===== src/rtl/intc_pkg.sv =====
package intc_pkg;

    // Register select encoding of the access port
    typedef enum logic {
        SEL_ENABLE  = 1'b0,
        SEL_PENDING = 1'b1
    } intc_sel_e;

    parameter int unsigned INTC_LINES_DEF = 32;

endpackage


===== src/rtl/intc_enable.sv =====
module intc_enable #(
    parameter int unsigned N = 32
) (
    input  logic         clk,
    input  logic         rst_n,
    input  logic         wr_en,
    input  logic [N-1:0] wr_data,
    output logic [N-1:0] en_q
);

    always_ff @(posedge clk or negedge rst_n) begin
        if (!rst_n) begin
            en_q <= '0;
        end else if (wr_en) begin
            en_q <= wr_data;
        end
    end

    // a write loads the whole word
    assert_enable_load_R2: assert property (@(posedge clk) disable iff (!rst_n)
        wr_en |=> (en_q == $past(wr_data)));

endmodule


===== src/rtl/intc_pending.sv =====
module intc_pending #(
    parameter int unsigned N          = 32,
    parameter logic [N-1:0] LEVEL_MASK = '0,
    parameter bit          ACK_ZERO   = 1'b0
) (
    input  logic         clk,
    input  logic         rst_n,
    input  logic [N-1:0] lines,
    input  logic         wr_en,
    input  logic [N-1:0] wr_data,
    output logic [N-1:0] pend_q
);

    logic [N-1:0] prev_q;
    logic [N-1:0] pend_d;
    logic [N-1:0] hit;
    logic [N-1:0] clr;

    for (genvar i = 0; i < N; i++) begin : g_bit
        if (LEVEL_MASK[i] && !ACK_ZERO) begin : g_follow
            // level line, standard convention: tracks the line
            assign hit[i]    = lines[i];
            assign clr[i]    = 1'b0;
            assign pend_d[i] = lines[i];

            assert_level_follow_R6: assert property (@(posedge clk) disable iff (!rst_n)
                1'b1 |=> (pend_q[i] == $past(lines[i])));
        end else begin : g_latch
            if (LEVEL_MASK[i]) begin : g_lvl
                assign hit[i] = lines[i];
            end else begin : g_edge
                assign hit[i] = lines[i] & ~prev_q[i];
            end
            if (ACK_ZERO) begin : g_ack0
                assign clr[i] = wr_en & ~wr_data[i];
            end else begin : g_ack1
                assign clr[i] = wr_en & wr_data[i];
            end
            // a new event outranks a clearing write
            assign pend_d[i] = hit[i] | (pend_q[i] & ~clr[i]);

            assert_event_wins_R8: assert property (@(posedge clk) disable iff (!rst_n)
                hit[i] |=> pend_q[i]);
            assert_latch_hold_R3: assert property (@(posedge clk) disable iff (!rst_n)
                (pend_q[i] && !clr[i]) |=> pend_q[i]);
        end
    end

    always_ff @(posedge clk or negedge rst_n) begin
        if (!rst_n) begin
            prev_q <= '0;
            pend_q <= '0;
        end else begin
            prev_q <= lines;
            pend_q <= pend_d;
        end
    end

endmodule


===== src/rtl/intc_lowest.sv =====
module intc_lowest #(
    parameter int unsigned N = 32,
    localparam int unsigned IW = (N > 1) ? $clog2(N) : 1
) (
    input  logic [N-1:0]  vec,
    output logic [IW-1:0] idx,
    output logic          valid
);

    always_comb begin
        idx   = '0;
        valid = 1'b0;
        for (int k = N - 1; k >= 0; k--) begin
            if (vec[k]) begin
                idx   = IW'(k);
                valid = 1'b1;
            end
        end
    end

endmodule


===== src/rtl/intc_core.sv =====
module intc_core
    import intc_pkg::*;
#(
    parameter int unsigned N_LINES    = INTC_LINES_DEF,
    parameter logic [N_LINES-1:0] LEVEL_MASK = N_LINES'(32'h0000_FF00),
    parameter bit          ACK_ZERO   = 1'b0,
    localparam int unsigned IW        = (N_LINES > 1) ? $clog2(N_LINES) : 1
) (
    input  logic               clk,
    input  logic               rst_n,
    input  logic               reg_sel,
    input  logic               reg_we,
    input  logic [N_LINES-1:0] reg_wdata,
    output logic [N_LINES-1:0] reg_rdata,
    input  logic [N_LINES-1:0] irq_in,
    input  logic               cpu_ie,
    output logic               cpu_irq,
    output logic [IW-1:0]      low_idx,
    output logic               low_valid
);

    intc_sel_e          sel;
    logic [N_LINES-1:0] en_q;
    logic [N_LINES-1:0] pend_q;
    logic               en_wr;
    logic               pend_wr;

    assign sel     = intc_sel_e'(reg_sel);
    assign en_wr   = reg_we && (sel == SEL_ENABLE);
    assign pend_wr = reg_we && (sel == SEL_PENDING);

    intc_enable #(.N(N_LINES)) u_enable (
        .clk     (clk),
        .rst_n   (rst_n),
        .wr_en   (en_wr),
        .wr_data (reg_wdata),
        .en_q    (en_q)
    );

    intc_pending #(
        .N          (N_LINES),
        .LEVEL_MASK (LEVEL_MASK),
        .ACK_ZERO   (ACK_ZERO)
    ) u_pending (
        .clk     (clk),
        .rst_n   (rst_n),
        .lines   (irq_in),
        .wr_en   (pend_wr),
        .wr_data (reg_wdata),
        .pend_q  (pend_q)
    );

    intc_lowest #(.N(N_LINES)) u_lowest (
        .vec   (pend_q),
        .idx   (low_idx),
        .valid (low_valid)
    );

    always_comb begin
        unique case (sel)
            SEL_ENABLE:  reg_rdata = en_q;
            SEL_PENDING: reg_rdata = pend_q;
            default:     reg_rdata = '0;
        endcase
    end

    assign cpu_irq = cpu_ie & (|(pend_q & en_q));

    // bits below the reported index, used by the R10 check
    logic [N_LINES-1:0] below;
    assign below = ({{(N_LINES-1){1'b0}}, 1'b1} << low_idx) - 1'b1;

    assert_irq_gate_R9: assert property (@(posedge clk) disable iff (!rst_n)
        cpu_irq |-> cpu_ie);
    assert_irq_raise_R9: assert property (@(posedge clk) disable iff (!rst_n)
        (cpu_ie && low_valid && en_q[low_idx]) |-> cpu_irq);
    assert_lowest_R10: assert property (@(posedge clk) disable iff (!rst_n)
        low_valid |-> (pend_q[low_idx] && ((pend_q & below) == '0)));
    assert_none_R10: assert property (@(posedge clk) disable iff (!rst_n)
        !low_valid |-> (pend_q == '0));

endmodule


===== config.mk =====
export PLATFORM = sky130hd
export DESIGN_NAME = intc_core
export DESIGN_NICKNAME = d
export VERILOG_FILES = /design/src/rtl/intc_pkg.sv /design/src/rtl/intc_enable.sv /design/src/rtl/intc_pending.sv /design/src/rtl/intc_lowest.sv /design/src/rtl/intc_core.sv
export SDC_FILE = /design/constraint.sdc
export NUM_CORES = 1
export LEC_CHECK = 0
export BUFFER_PORTS_ARGS = -buffer_cell sky130_fd_sc_hd__buf_2
export CAP_MARGIN = 20
export CORE_MARGIN = 3
export CORE_UTILIZATION = 25
export CTS_BUF_LIST = sky130_fd_sc_hd__clkbuf_16
export CTS_CLUSTER_SIZE = 10
export DETAILED_ROUTE_END_ITERATION = 10
export GPL_TIMING_DRIVEN = 0
export SLEW_MARGIN = 20
export SYNTH_ARGS = -nofsm -noshare
export SYNTH_HDL_FRONTEND = slang
export SYNTH_HIERARCHICAL = 1
export SYNTH_SLANG_ARGS = --single-unit

===== constraint.sdc =====
create_clock -name clk -period 1.6 [get_ports clk]
set_input_delay 0.32 -clock clk [delete_from_list [all_inputs] [get_ports clk]]
set_output_delay 0.32 -clock clk [all_outputs]
set_load 0.005 [all_outputs]

# == Yosys cells after proc, flatten, opt, wreduce, memory -nomap -nowiden ==
# Index checks and enable logic that the tools add are counted.
# classes
n_mux,65
bitwise,147
n_reduce_logical,3
# ops
cell,count
$mux W5,32
$and A1 B1 Y1,73
$pmux W32 S2,1
$not A1 Y1,49
$and A32 B32 Y32,1
$mux W1,32
$reduce_or A32 Y1,1
$or A1 B1 Y1,24
$logic_and A1 B1 Y1,2
# word_totals
ff_bits,96
out_inout_bits,39
wordCells,218

# == Depth between registers and ports, before layout ==
# logic_depth
depth_word,32
ltp_mapped,6
ltp_nobuf,5

# == By module ==
# Netlist, hierarchy kept.
# modules_own_cells
mod,instances,cells_per_inst,area_each_um2,seq_area_each_um2
intc_pending,1,138,1874.3,1401.3
intc_enable,1,68,1345.0,800.8
intc_core,1,59,554.3,0.0
intc_lowest,1,65,370.4,0.0

# == Least setup slack after synthesis ==
# No wires, ideal clock.
# synth_timing
path_type,register -> output
start,reg u_pending.pend_q[28]
end,out low_idx[2]
arrival_ns,1.369
setup_slack_ns,-0.089
path_stages_with_launch,6
n_path_buf,0
cell_sequence,dfrtp_1 or4_1 a21oi_1 o21ai_1 a21oi_1 nor4b_2
# synth_between
elab_chain_cells,29
# synth_rtl
element,line_no,source
"start, declared",intc_pending.sv:11,output logic [N-1:0] pend_q
"start signal, assigned",intc_pending.sv:55,pend_q <= pend_d;
$mux W5 (29 in series),intc_lowest.sv:14,if (vec[k]) begin
"end, declared",intc_core.sv:18,"output logic [IW-1:0] low_idx,"
# Every way passes these cells.

# == Worst setup path in the final report ==
# layout_timing
start,reg u_pending.pend_q[30]
end,out low_idx[2]
# layout_between
elab_chain_cells,31
# layout_rtl
element,line_no
$mux W5 (31 in series),intc_lowest.sv:14
# Every way passes these cells.

==> impl_metrics.json <==
{
  "cts_made_buffers": 9,
  "setup_slack_ns": -0.754,
  "vias": 3100,
  "crit_path_max_fanout": 4,
  "placementRows": 46,
  "antenna_found_initial": 2,
  "final_cell_mix": "buf_2 (102), dfrtp_1 (74), mux2_4 (35)",
  "grt_pass1_vias": 3358,
  "mostFrequentLayoutCell": "buf_2",
  "netlist_instances": 330,
  "die_area_sq_mm": 0.0182,
  "clock_latency_ns": 0.34,
  "antenna_cells": 0,
  "gp_routability_congestion": 0.777,
  "syn_area_per_cell_sq_um": 12.6,
  "period_needed_ns": 2.35,
  "ir_worst_vdd_mv": 0.418,
  "route.detailed.drc": 0,
  "ys_warn_count": 6,
  "die-height_um": 135,
  "cpMaxStageDelayCell": "or4_1",
  "cp-end-kind": "output pin",
  "drt_iter0_markers": 94,
  "final_area_sq_mm": 0.00552,
  "synth-seq-area-share_pct": 53.1,
  "fin_skew_ns": 0.00293,
  "grt_first_pass_wirelength_um": 19000,
  "ys_types": 37,
  "ant_nets": 0,
  "placed_area_sq_mm": 0.00498,
  "drive_gt1_share_pct": 53.7,
  "vias_per_cell": 4.59,
  "root_buffer": "clkbuf_16",
  "grt_max_degree": 50,
  "pwr_density_cell_mw_per_mm2": 1040,
  "die_x_um": 135,
  "cp-start-kind": "flip-flop",
  "clk_pin_slew_ns": 0.06,
  "numClockSinks": 88,
  "wl_per_cell_um": 18.8,
  "max_stage_delay_ns": 0.59,
  "setup_viol_count_final": 10,
  "max_freq_ghz": 0.425,
  "violations": "setup timing",
  "required_ns": 1.28,
  "core_area_sq_mm": 0.0161,
  "holdWs_ns": 0.0880,
  "finalCritPeriodShare_pct": 147,
  "initial_core_util_pct": 25.8,
  "io_pins": 108,
  "grt_overflow": 0,
  "track_usage_pct": 14.0,
  "cap_violations": 0,
  "max-slew-margin-rel_pct": 62.9,
  "path_common_cell": "a21oi_2",
  "tritoncts": "done",
  "hold_path.class": "in -> reg",
  "wl_um": 12700,
  "total_power_mw": 5.74,
  "p_leak_nw": 2.56,
  "num-nets-final": 525,
  "outcome": "finished, violations left",
  "worstPathCellList": "or4_1 > a21oi_2 > o21ai_2 > a21oi_2 > nor4b_2 > buf_2",
  "firstDrtPassIters": 4,
  "synth_seq_cells": 88,
  "cts_buffer_depth": 2,
  "final_hold_viol_count": 0,
  "arrival_ns": 2.03,
  "h-tree-depth": 3,
  "numPortBuffers": 106,
  "netlist_area_sq_mm": 0.00414,
  "crit_family": "simple AND/OR/NAND/NOR gates",
  "area_growth_syn_to_layout_pct": 33.3,
  "crit_buf_inv": 1,
  "grt_setup_unrepaired": "yes",
  "dp_hpwl_um": 9450,
  "syn-num-nets": 399,
  "drv_slew": 0,
  "critPathKind": "reg -> out",
  "tightest_slew_ns": 0.557
}
## timing repair
| action | CTS | global route |
|---|---|---|
| resized for setup | 23 | 40 |
| pin swaps | 3 | 13 |
| buffers inserted | 6 | 5 |
| hold endpoints to repair | 39 | 0 |
| hold buffers | 1 | 0 |
| endpoints found under the setup margin | 35 | 27 |
## worst register-to-register path, cell delays in order (launching register included)
cell,delay [ns]
dfrtp_2,0.43
buf_6,0.14
a22o_1,0.18
## cell type report
class | count | area, sq um
Sequential cell | 88 | 2220
Fill cell | 1586 | 10500
Clock inverter | 6 | 28.8
Tap cell | 216 | 270
Inverter | 30 | 113
Clock buffer | 9 | 225
Timing Repair Buffer | 118 | 693
Multi-Input combinational cell | 194 | 1800
Buffer | 15 | 178
## cell families after synthesis
group / Yosys count / share of synthesized area (%)
DFF: 88 / 53.1
and+or+nand+nor: 67 / 7.97
buffers and inverters: 48 / 6.91
muxes: 64 / 20.1
AOI/OAI and AO/OA: 63 / 11.9
## stage by stage
stage,setup WS [ns],setup TNS [ns],utilization (%),cells
after floorplan,-0.0490,-0.0788,-,330
after global placement,-0.580,-61.72,30.8,652
after detailed placement,-0.444,-11.45,31.0,653
after CTS,-0.697,-4.54,33.4,675
after global routing,-0.868,-4.95,34.4,676
final,-0.754,-4.21,34.4,676
## final timing paths
kind | startpoint | cells after the start | slack, ns | end
worst max register to register | u_pending/pend_q[23] | 2 | 0.74 | u_pending/pend_q[23]
min in group asynchronous | rst_n | 2 | 0.52 | u_pending/pend_q[20]
worst min register to register | u_enable/en_q[13] | 1 | 0.54 | u_enable/en_q[13]
worst min-delay path | irq_in[12] | 1 | 0.09 | u_pending/prev_q[12]
worst max-delay path | u_pending/pend_q[30] | 6 | -0.75 | low_idx[2]
max in group asynchronous | rst_n | 3 | 0.46 | u_pending/pend_q[7]
## power by group
group	internal [mW]	total [mW]	leakage (nW)	switching (mW)
registers	2.47	2.78	0.990	0.315
clock network	1.02	1.84	0.127	0.823
logic	0.667	1.11	1.44	0.445
## routing by layer
layer  GRT usage, %  wire length [um]  vias to the layer above
met3           3.46               462                       22
met4           5.83               269                        4
met2           22.8              6260                       91
met5              0                14                        -
li1               -                 -                     1438
met1           17.9              5690                     1545
## Yosys cell counts, drive strengths merged
| cell | number | share of area, % |
|---|---|---|
| o21ai | 4 | 0.48 |
| inv | 30 | 2.7 |
| a21oi | 7 | 0.85 |
| nand2 | 27 | 2.4 |
| o41a | 1 | 0.27 |
| nor2b | 1 | 0.15 |
| a31oi | 1 | 0.15 |
| o31ai | 2 | 0.36 |
| nor2 | 13 | 1.2 |
| nand4 | 4 | 0.60 |
| mux2 | 64 | 20 |
| o21a | 1 | 0.18 |
| or4 | 2 | 0.45 |
| nor4b | 1 | 0.36 |
| a221oi | 1 | 0.21 |
| nor4 | 5 | 0.75 |
| and2 | 2 | 0.30 |
| nand3b | 1 | 0.18 |
| and2b | 1 | 0.21 |
| nor3b | 2 | 0.36 |
| buf | 18 | 4.2 |
| o311ai | 2 | 0.42 |
| a22o | 24 | 5.1 |
| o2111ai | 1 | 0.21 |
| a2111oi | 2 | 0.42 |
| a31o | 1 | 0.21 |
| nand3 | 2 | 0.24 |
| nor3 | 6 | 0.72 |
| a22oi | 16 | 3.0 |
| dfrtp | 88 | 53 |
## flip-flops by register name, summed over array words and instances (netlist names)
register          cells
u_enable/en_q        32
u_pending/pend_q     24
u_pending/prev_q     32
No activity file was read; power rests on OpenSTA's default activity.
